[src/rtl/osc_guard_pkg.sv]
package osc_guard_pkg;
  typedef enum logic [1:0] {
    SRC_FB     = 2'd0,
    SRC_TO_EXT = 2'd1,
    SRC_EXT    = 2'd2,
    SRC_TO_FB  = 2'd3
  } src_state_t;
endpackage

[src/rtl/osc_guard_sync.sv]
module osc_guard_sync #(
  parameter int STAGES = 2
) (
  input  logic clk,
  input  logic rst,
  input  logic d,
  output logic q
);
  logic [STAGES-1:0] chain;

  always_ff @(posedge clk) begin
    if (rst) chain <= '0;
    else     chain <= {chain[STAGES-2:0], d};
  end

  assign q = chain[STAGES-1];
endmodule

[src/rtl/osc_guard_loss.sv]
module osc_guard_loss #(
  parameter int TIMEOUT_CYC = 500,
  parameter int GOOD_REF    = 1024
) (
  input  logic clk,
  input  logic rst,
  input  logic ref_s,
  output logic starved,
  output logic good_ok
);
  localparam int CW = $clog2(TIMEOUT_CYC + 1);
  localparam int GW = $clog2(GOOD_REF + 1);
  localparam logic [CW-1:0] GAP_MAX  = CW'(TIMEOUT_CYC);
  localparam logic [GW-1:0] GOOD_MAX = GW'(GOOD_REF);

  logic          ref_d;
  logic          rise;
  logic [CW-1:0] gap_cnt;
  logic [GW-1:0] good_cnt;

  always_ff @(posedge clk) begin
    if (rst) ref_d <= 1'b0;
    else     ref_d <= ref_s;
  end

  assign rise = ref_s & ~ref_d;

  // retriggerable one-shot: each rising edge restarts the window
  always_ff @(posedge clk) begin
    if (rst)                gap_cnt <= GAP_MAX;
    else if (rise)          gap_cnt <= '0;
    else if (gap_cnt != GAP_MAX) gap_cnt <= gap_cnt + 1'b1;
  end

  assign starved = (gap_cnt == GAP_MAX);

  // consecutive good edges since the last loss, saturating
  always_ff @(posedge clk) begin
    if (rst)                         good_cnt <= '0;
    else if (rise) begin
      if (good_cnt != GOOD_MAX)      good_cnt <= good_cnt + 1'b1;
    end
    else if (starved)                good_cnt <= '0;
  end

  assign good_ok = (good_cnt == GOOD_MAX);
endmodule

[src/rtl/osc_guard_flags.sv]
module osc_guard_flags (
  input  logic clk,
  input  logic rst,
  input  logic starved,
  input  logic good_ok,
  input  logic clr_fault,
  input  logic clr_sum,
  output logic fault_q,
  output logic sum_q
);
  always_ff @(posedge clk) begin
    if (rst)                       fault_q <= 1'b1;
    else if (starved)              fault_q <= 1'b1;
    else if (clr_fault && good_ok) fault_q <= 1'b0;
  end

  always_ff @(posedge clk) begin
    if (rst)          sum_q <= 1'b1;
    else if (fault_q) sum_q <= 1'b1;
    else if (clr_sum) sum_q <= 1'b0;
  end
endmodule

[src/rtl/osc_guard_div.sv]
module osc_guard_div #(
  parameter int DIV = 128
) (
  input  logic clk,
  input  logic rst,
  output logic lvl
);
  localparam int DW = $clog2(DIV);
  logic [DW-1:0] cnt;

  always_ff @(posedge clk) begin
    if (rst) cnt <= '0;
    else     cnt <= cnt + 1'b1;
  end

  assign lvl = cnt[DW-1];
endmodule

[src/rtl/osc_guard_clkmux.sv]
module osc_guard_clkmux
  import osc_guard_pkg::*;
#(
  parameter int REQ_STAGES = 2
) (
  input  logic clk,
  input  logic rst,
  input  logic want_ext,
  input  logic ext_lvl,
  input  logic fb_lvl,
  input  logic ext_dead,
  output logic aux_q
);
  logic [REQ_STAGES-1:0] req_pipe;
  logic                  req;
  src_state_t            st, st_nx;

  always_ff @(posedge clk) begin
    if (rst) req_pipe <= '0;
    else     req_pipe <= {req_pipe[REQ_STAGES-2:0], want_ext};
  end

  assign req = req_pipe[REQ_STAGES-1];

  always_comb begin
    st_nx = st;
    case (st)
      SRC_FB:     if (req && !fb_lvl) st_nx = SRC_TO_EXT;
      SRC_TO_EXT: if (!req)           st_nx = SRC_TO_FB;
                  else if (!ext_lvl)  st_nx = SRC_EXT;
      SRC_EXT:    if (!req && (!ext_lvl || ext_dead)) st_nx = SRC_TO_FB;
      SRC_TO_FB:  if (!fb_lvl)        st_nx = SRC_FB;
      default:                        st_nx = SRC_FB;
    endcase
  end

  always_ff @(posedge clk) begin
    if (rst) begin
      st    <= SRC_FB;
      aux_q <= 1'b0;
    end else begin
      st    <= st_nx;
      aux_q <= ((st == SRC_FB) && fb_lvl) || ((st == SRC_EXT) && ext_lvl);
    end
  end
endmodule

[src/rtl/osc_guard.sv]
module osc_guard #(
  parameter int TIMEOUT_CYC = 500,
  parameter int GOOD_REF    = 1024,
  parameter int FB_DIV      = 128,
  parameter int SYNC_STAGES = 2
) (
  input  logic clk,
  input  logic rst,
  input  logic ref_xtal_i,
  input  logic ref_pin_i,
  input  logic bypass_i,
  input  logic sel_ext_i,
  input  logic clr_fault_i,
  input  logic clr_sum_i,
  output logic fault_o,
  output logic sum_o,
  output logic aux_clk_o,
  output logic amp_on_o
);
  logic ref_raw;
  logic ref_s;
  logic starved;
  logic good_ok;
  logic fb_lvl;
  logic want_ext;

  assign ref_raw = bypass_i ? ref_pin_i : ref_xtal_i;

  always_ff @(posedge clk) begin
    if (rst) amp_on_o <= 1'b1;
    else     amp_on_o <= ~bypass_i;
  end

  osc_guard_sync #(.STAGES(SYNC_STAGES)) u_sync (
    .clk(clk), .rst(rst), .d(ref_raw), .q(ref_s)
  );

  osc_guard_loss #(.TIMEOUT_CYC(TIMEOUT_CYC), .GOOD_REF(GOOD_REF)) u_loss (
    .clk(clk), .rst(rst), .ref_s(ref_s), .starved(starved), .good_ok(good_ok)
  );

  osc_guard_flags u_flags (
    .clk(clk), .rst(rst), .starved(starved), .good_ok(good_ok),
    .clr_fault(clr_fault_i), .clr_sum(clr_sum_i),
    .fault_q(fault_o), .sum_q(sum_o)
  );

  osc_guard_div #(.DIV(FB_DIV)) u_div (
    .clk(clk), .rst(rst), .lvl(fb_lvl)
  );

  assign want_ext = ~fault_o & sel_ext_i;

  osc_guard_clkmux #(.REQ_STAGES(SYNC_STAGES)) u_mux (
    .clk(clk), .rst(rst), .want_ext(want_ext), .ext_lvl(ref_s),
    .fb_lvl(fb_lvl), .ext_dead(starved), .aux_q(aux_clk_o)
  );
endmodule

[config.mk]
export PLATFORM = sky130hd
export DESIGN_NAME = osc_guard
export DESIGN_NICKNAME = d
export VERILOG_FILES = /design/src/rtl/osc_guard_pkg.sv /design/src/rtl/osc_guard_sync.sv /design/src/rtl/osc_guard_loss.sv /design/src/rtl/osc_guard_flags.sv /design/src/rtl/osc_guard_div.sv /design/src/rtl/osc_guard_clkmux.sv /design/src/rtl/osc_guard.sv
export SDC_FILE = /design/constraint.sdc
export NUM_CORES = 1
export LEC_CHECK = 0
export BUFFER_PORTS_ARGS = -buffer_cell sky130_fd_sc_hd__clkbuf_2
export CORE_AREA = 2 2 51 89
export CTS_CLUSTER_SIZE = 40
export DETAILED_ROUTE_END_ITERATION = 8
export DIE_AREA = 0 0 53 91
export PLACE_DENSITY = 0.59
export SLEW_MARGIN = 20
export SYNTH_ARGS = -nofsm -noshare
export SYNTH_HDL_FRONTEND = slang
export SYNTH_SLANG_ARGS = --single-unit
export TNS_END_PERCENT = 30
[constraint.sdc]
create_clock -name clk -period 2.6 [get_ports clk]
set_input_delay 0.39 -clock clk [delete_from_list [all_inputs] [get_ports clk]]
set_output_delay 0.39 -clock clk [all_outputs]
set_load 0.1 [all_outputs]
==> impl_results.md, run 1 <==
* Status: finished, final reports clean
* Synth top area cells: dfxtp_1, ha_1, a21oi_1
* Die ar. at 0.00482 mm2
* Total track usage at 0.170
* Synth cell types at 48
* Critical path peak fanout at 7
* Post-synthesis sequential element count at 38
* Final hold vios at 0
* Maximum capacitance violations at 0
* Core Region at 0.00407 mm2
* Main flop type after synthesis: dfxtp_1
* Non-Filler Instances at 256
* Initial Util at 0.441
* CP Data Arrival Time at 2.02 ns
* Antenna cells at 0
* GRT overflow at 0
* Leakage at 0.761 nW
* Reg2Reg Depth at 6
* Detailed Route WL at 3450 um
* Async set or reset register ratio after synthesis at 0
* Ports at 12
* Postcts setup bufs at 0
* Reg clk slew, reported paths at 0.08 ns
* Layout net count at 224
* Post-synth top area cell: dfxtp_1
* Site Rows at 31
* Hold slack final at 0.278 ns
* Worst EP required at 2.79 ns
* Fin crit period at 1.83 ns
* Antenna violations before repair at 0
* FF-to-FF Start: u_loss.gap_cnt[0]
* EDFF count, synth at 0
* Vias at 1399
* Routability cong. at 0.760
* Worst Hold Class: in2reg
* Syn_nets at 214
* Fill cells at 425
* Worst Hold End: u_flags.sum_q
* Worst Setup End Kind: flop
* Least-Margin Pin Slew at 0.572 ns
* Share of cells above drive strength 1 at 0.126
* RSZ-0062 raised after global routing: false
* Cell area after synthesis at 0.00180 mm2
* Detailed Route Iter0 Violations at 22
* DR DRC count at 0
* Final period utilization at 0.704
* R2R setup slack at 0.77 ns
* Dpl cells at 248
* Number of global-route vias before repair at 1495
* Max-slew violation count at 0
* Startpoint Class: flop
* DRT Pass-1 Iters at 4
* Seq/Total Area, Yosys at 0.423
* Cell Pwr Density at 689 mW/mm2
* Vias per inst at 5.46
* Share of the synthesized area in the top cell type at 0.423
* Die Wd at 53 um
* FF-to-FF End: u_loss.good_cnt[5]
* Clock sink count at 38
* PortBufs at 11
* CTS Buffer Depth at 2
* Synth warn at 0
* Pin count of the biggest net entering global routing at 34
* Critical path class: reg2reg
* Peak Freq at 546 MHz
* Layout area overhead at 9.53%
* Avg Inst Size Synth at 9.17 um2
* Drt wl/cell at 13.5 um
* Hold-fix buffers, CTS at 0
* HP Start: clr_sum_i
* CTS root buf: clkbuf_8
* Clk_skew at 0.00268 ns
* Normalized max-slew margin at 0.617
* Post-Synthesis Cells at 196
* Setup TNS at 0 ns
* Clock Latency Late Sink at 0.29 ns
* Final setup fails at 0
* Area of the multi-input gates at 956 um2
* Register Area at 761 um2
* Num CTS Buffers at 5
* CTS resizes at 0
* Antenna-violating nets left at 0
* CTS tree: built
* Hold depth at 2
* DPL Wire Length at 2660 um
* Peak VDD IR at 0.000605 V
* Die outline height at 91 um
* H-tree levels at 2
* Global-route wire length before repair at 6330 um
* Total power at 1.36 mW
where the power goes:
part           switching [mW]  leakage (nW)  internal [mW]
combinational           0.168         0.404          0.104
sequential             0.0334         0.309          0.619
clock                   0.213        0.0478          0.218
per-layer routing:
layer | global-route usage | wire length [um] | share of wire
met5 | 0 | 0 | 0
met4 | 0.0705 | 84 | 0.024
met3 | 0.0362 | 68 | 0.020
met2 | 0.314 | 1950 | 0.57
met1 | 0.173 | 1350 | 0.39
synthesized netlist by cell type (all sizes together), types with 2 or more instances:
cell type,count
and3,5
dfxtp,38
and2,2
buf,5
and4,3
xor2,5
o211ai,2
mux2i,2
a31oi,2
or4,4
and4b,2
o31ai,3
or3,2
a21boi,2
nand3,8
clkbuf,4
nand3b,3
inv,8
o21ai,9
a21o,5
xnor2,6
a21oi,12
a211oi,2
ha,10
nor3,4
nor2b,6
nor2,12
nand2,13
nand2b,3
flip-flops by register name (all words and copies together) (netlist names):
register / cells
u_loss.good_cnt: 11
u_loss.gap_cnt: 9
u_div.cnt: 7
u_mux.req_pipe: 2
u_mux.st: 2
u_sync.chain: 2
amp_on_o: 1
u_flags.fault_q: 1
u_flags.sum_q: 1
u_loss.ref_d: 1
u_mux.aux_q: 1
worst max-delay path, stage by stage, from the launching register on:
cell      delay [ns]
dfxtp_1         0.37
inv_1           0.09
ha_1            0.19
and4b_1         0.24
a31oi_1         0.49
nand2b_1        0.11
o41ai_1         0.24
kinds of logic after synthesis:
group,synth area share
AND/OR/NAND/NOR,0.226
AO/OA/AOI/OAI,0.171
flip-flops,0.423
buffers and inverters,0.0452
XOR/XNOR,0.0536
adder cells (fa/ha/maj),0.0696
multiplexers,0.0111
through the flow:
| stage | setup slack (ns) | util | instance area (um2) |
|---|---|---|---|
| floorplan | 0.929 | - | 1800 |
| global placement | 0.867 | 0.459 | 1870 |
| detailed placement | 0.796 | 0.459 | 1870 |
| CTS | 0.771 | 0.484 | 1970 |
| global route | 0.635 | 0.484 | 1970 |
| finish | 0.769 | 0.484 | 1970 |
cell usage in the layout (no fill, tap or decap), drive strengths merged, types with 4 or more instances in the layout:
cell	instances
nor2b	6
dfxtp	38
inv	9
a21o	5
and3	5
nor3	4
xor2	5
or4	4
xnor2	6
nand2	13
o21ai	9
clkbuf	17
nand3	8
a21oi	12
nor2	12
ha	10
cell type report:
cell class,count,area share
Timing Repair Buffer,12,0.0318
Tap cell,49,0.0311
Clock buffer,6,0.0419
Multi-Input combinational cell,141,0.485
Sequential cell,38,0.386
Clock inverter,2,0.00826
Inverter,8,0.0152
how the worst max path moves through the flow:
stage                               endpoint          startpoint  slack (ns)
final                     u_loss.good_cnt[5]   u_loss.gap_cnt[0]        0.77
after global placement    u_loss.good_cnt[2]   u_loss.gap_cnt[0]        0.87
after global routing      u_loss.good_cnt[5]   u_loss.gap_cnt[0]        0.64
after floorplan           u_loss.good_cnt[6]  u_loss.good_cnt[0]        0.93
after detailed placement  u_loss.good_cnt[6]   u_loss.gap_cnt[0]        0.80
after CTS                 u_loss.good_cnt[5]   u_loss.gap_cnt[0]        0.77
Power figures use the tool's default switching activity.
==> inputs of run 2 (changes only) <==
- ABC_AREA: unset -> 1
- CORE_AREA: 2 2 51 89 -> 2 2 53 93
- DIE_AREA: 0 0 53 91 -> 0 0 55 95
- clock period: 2.6 -> 1.8 ns (I/O delays scaled with it)
==> run 2 against run 1 <==
Compared with the run above:
- hold slack got worse by 0.12 ns
- synthesized area increased by 9.3%
- global-route usage increased by 1.2 points
- maximum frequency increased by 12%
- count of clock-buffer cells in the layout increased by 1
- clock skew increased by 0.0067 ns
- combinational power increased by 38%
- critical path type unchanged
- largest cell class unchanged
==> impl_results.md, run 2 <==
* Seq/Total Area, Yosys at 0.387 (-0.0358)
* Site Rows at 33 (+6.5%)
* Critical path class: reg2reg
* Fin crit period at 1.63 ns (-0.199 ns)
* Detailed Route WL at 3920 um (+14%)
* Postcts setup bufs at 0 (unchanged)
* Worst Setup End Kind: flop
* Pin count of the biggest net entering global routing at 20 (-41%)
* Slowest library cell on the worst path: dfxtp_1
* Hold-fix buffers, CTS at 0 (unchanged)
* Max reg flops at 11 (unchanged)
* CTS resizes at 0 (unchanged)
* Die Wd at 55 um (+3.8%)
* GRT overflow at 0 (unchanged)
* CP Data Arrival Time at 1.82 ns (-0.20 ns)
* Syn_nets at 273 (+28%)
* Vias at 1646 (+18%)
* Clock sink count at 38 (unchanged)
* Worst EP required at 1.99 ns (-0.80 ns)
* Antenna violations before repair at 0 (unchanged)
* Biggest register: u_loss.good_cnt
* Non-Filler Instances at 324 (+27%)
* Peak Freq at 613 MHz (+12%)
* Setup TNS at 0 ns (unchanged)
* Post-Synthesis Cells at 255 (+30%)
* Detailed Route Iter0 Violations at 33 (+50%)
* HP Start: bypass_i
* Routability cong. at 0.801 (+5.5%)
* R2R setup slack at 0.17 ns (-0.60 ns)
* Biggest regs: u_loss.good_cnt x11, u_loss.gap_cnt x9, u_div.cnt x7
* Top-count cell post-synth: nand2_1
* Switching power at 0.584 mW (+41%)
* P_int at 1.32 mW (+41%)
* Commonest cells after routing, fill and taps aside: nand2_1, dfxtp_1, nor2_1
* CTS root buf: clkbuf_8
* Synth top area cells: dfxtp_1, nand2_1, ha_1
* EDFF count, synth at 0 (unchanged)
* DR DRC count at 0 (unchanged)
* Num CTS Buffers at 5 (unchanged)
* Clock Latency Late Sink at 0.29 ns (about the same)
* Ports at 12 (unchanged)
* Total track usage at 0.182 (+0.0121)
* Async set or reset register ratio after synthesis at 0 (unchanged)
* Sequential power share at 0.486 (+0.005)
* Least-Margin Pin Slew at 0.547 ns (-0.0250 ns)
* Peak VDD IR at 0.000735 V (+22%)
* Synth warn at 0 (unchanged)
* Share of the synthesized area in the top cell type at 0.387 (-0.0358)
* Largest stage delay, worst path at 0.35 ns (-0.14 ns)
* Top cell family by delay on the critical path: simple AND/OR/NAND/NOR gates
* Dpl cells at 316 (+27%)
* Post-synth top area cell: dfxtp_1
* RSZ-0062 raised after global routing: false
* Number of global-route vias before repair at 1638 (+9.6%)
* Clock Power Share at 0.316 (-0.002)
* Leakage at 0.920 nW (+21%)
* Status: finished, final reports clean
* Cell area after synthesis at 0.00196 mm2 (+9.3%)
* Post-layout util at 0.475 (-0.00891)
* CTS Buffer Depth at 2 (unchanged)
* Clk_skew at 0.00943 ns (+0.00674 ns)
* Reg clk slew, reported paths at 0.08 ns (about the same)
* FF-to-FF End: u_loss.good_cnt[4]
* Worst Hold Class: in2reg
* Register Area at 761 um2 (unchanged)
* Layout area overhead at 9.75%
* Maximum capacitance violations at 0 (unchanged)
* Instance count on the critical path at 9 (+3)
* Crit path cell chain: inv_1 -> ha_1 -> nand2_1 -> nor3_1 -> nand2_4 -> nand2_4 -> nand2_2 -> nand2_1 -> a21oi_2
* Area of the multi-input gates at 0.00102 mm2 (+7.2%)
* Core Region at 0.00454 mm2 (+12%)
* Normalized max-slew margin at 0.637 (+0.0200)
* Antenna-violating nets left at 0 (unchanged)
* Startpoint Class: flop
* Avg Inst Size Synth at 7.70 um2 (-16%)
* Cell Pwr Density at 884 mW/mm2 (+28%)
* Antenna cells at 0 (unchanged)
* Fill cells at 474 (+12%)
* PortBufs at 11 (unchanged)
* Critical path peak fanout at 9 (+2)
* Drt wl/cell at 12.1 um (-10%)
* Global-route wire length before repair at 6920 um (+9.3%)
* Worst Hold End: amp_on_o
* Layout net count at 289 (+29%)
* Hold depth at 2 (unchanged)
* Final period utilization at 0.907 (+0.202)
* WP buf/inv at 1 (unchanged)
* Final setup fails at 0 (unchanged)
* DPL Wire Length at 3020 um (+14%)
* Die outline height at 95 um (+4.4%)
* Initial Util at 0.433 (-0.00897)
* Sw frac at 0.306 (about the same)
* H-tree levels at 2 (unchanged)
* Total power at 1.91 mW (+41%)
* Final hold vios at 0 (unchanged)
* FF-to-FF Start: u_loss.good_cnt[0]
* Comb pwr share at 0.198 (-0.003)
* Commonest non-fill, non-tap cell in the layout: nand2_1
* Fin area at 0.00216 mm2 (+9.5%)
* Reg2Reg Depth at 9 (+3)
* Vias per inst at 5.08 (-7.0%)
* Main flop type after synthesis: dfxtp_1
* DP Area at 0.00206 mm2 (+10%)
* CTS tree: built
* Post-synth top cells: nand2_1, dfxtp_1, nor2_1
* DRT Pass-1 Iters at 4 (unchanged)
* Post-synthesis sequential element count at 38 (unchanged)
* Max-slew violation count at 0 (unchanged)
* Die ar. at 0.00523 mm2 (+8.3%)
* Synth cell types at 37 (-23%)
* Share of cells above drive strength 1 at 0.165 (+0.0398)
==> run 2: cell types whose count changed in the layout (fill, tap and decap cells not counted), sizes merged, moves of 4 or more <==
cell / delta
nor2b: -6
a21oi: +6
xnor2: -5
a21o: -5
o21ai: +5
nor3: +4
or2: +5
inv: +22
nand3: +20
or4: -4
nand2: +37
nor2: +19
and3: -5
==> run 2: kinds of logic (layout without fill, tap and decap cells) <==
logic type | Yosys count | count (layout) | synth area share
adders and majority gates | 10 | 10 | 0.0637
AOI/OAI and AO/OA | 37 | 37 | 0.106
and+or+nand+nor | 128 | 128 | 0.334
buffers and inverters | 38 | 55 | 0.0911
xor gates and xnor gates | 4 | 4 | 0.0178
DFF | 38 | 38 | 0.387
==> run 2: stage by stage <==
| step | hold slack, ns | setup slack [ns] |
|---|---|---|
| after floorplan | 0.340 | 0.397 |
| after global placement | 0.395 | 0.208 |
| after global routing | 0.151 | 0.0294 |
| final | 0.156 | 0.168 |
| after detailed placement | 0.402 | 0.179 |
| after CTS | 0.156 | 0.161 |
==> run 2: cell type report <==
cell class,count,area share
Clock buffer,7,0.0400
Inverter,33,0.0633
Multi-Input combinational cell,179,0.475
Tap cell,52,0.0302
Timing Repair Buffer,14,0.0360
Clock inverter,1,0.00232
Sequential cell,38,0.353
==> run 2: worst reg2reg max path: cells and delay by family, from the launching register on <==
| family | cells | cell delay (ns) |
|---|---|---|
| compound gates | 1 | 0.05 |
| fa+ha+maj | 1 | 0.18 |
| buf+inv | 1 | 0.09 |
| flops | 1 | 0.35 |
| simple gates | 6 | 0.86 |
==> run 2: power by group through the flow <==
| stage | Sequential, mW | Combinational, mW | Clock (mW) |
|---|---|---|---|
| floorplan | 0.948 | 0.297 | 0 |
| global placement | 0.946 | 0.378 | 0 |
| detailed placement | 0.946 | 0.382 | 0 |
| CTS | 0.927 | 0.384 | 0.623 |
| global route | 0.934 | 0.430 | 0.649 |
| finish | 0.927 | 0.377 | 0.603 |
==> run 2: metal layers <==
layer,track usage,share of wire
met3,0.0411,0.030
met2,0.341,0.56
met5,0,0
met1,0.177,0.39
met4,0.0772,0.028
==> run 2: worst max-delay path by stage <==
stage	start	end	slack [ns]
global route	u_loss.good_cnt[0]	u_loss.good_cnt[10]	0.03
detailed placement	u_loss.good_cnt[0]	u_loss.good_cnt[10]	0.18
floorplan	u_loss.good_cnt[0]	u_loss.good_cnt[10]	0.40
finish	u_loss.good_cnt[0]	u_loss.good_cnt[4]	0.17
global placement	u_loss.good_cnt[0]	u_loss.good_cnt[10]	0.21
CTS	u_loss.good_cnt[0]	u_loss.good_cnt[4]	0.16
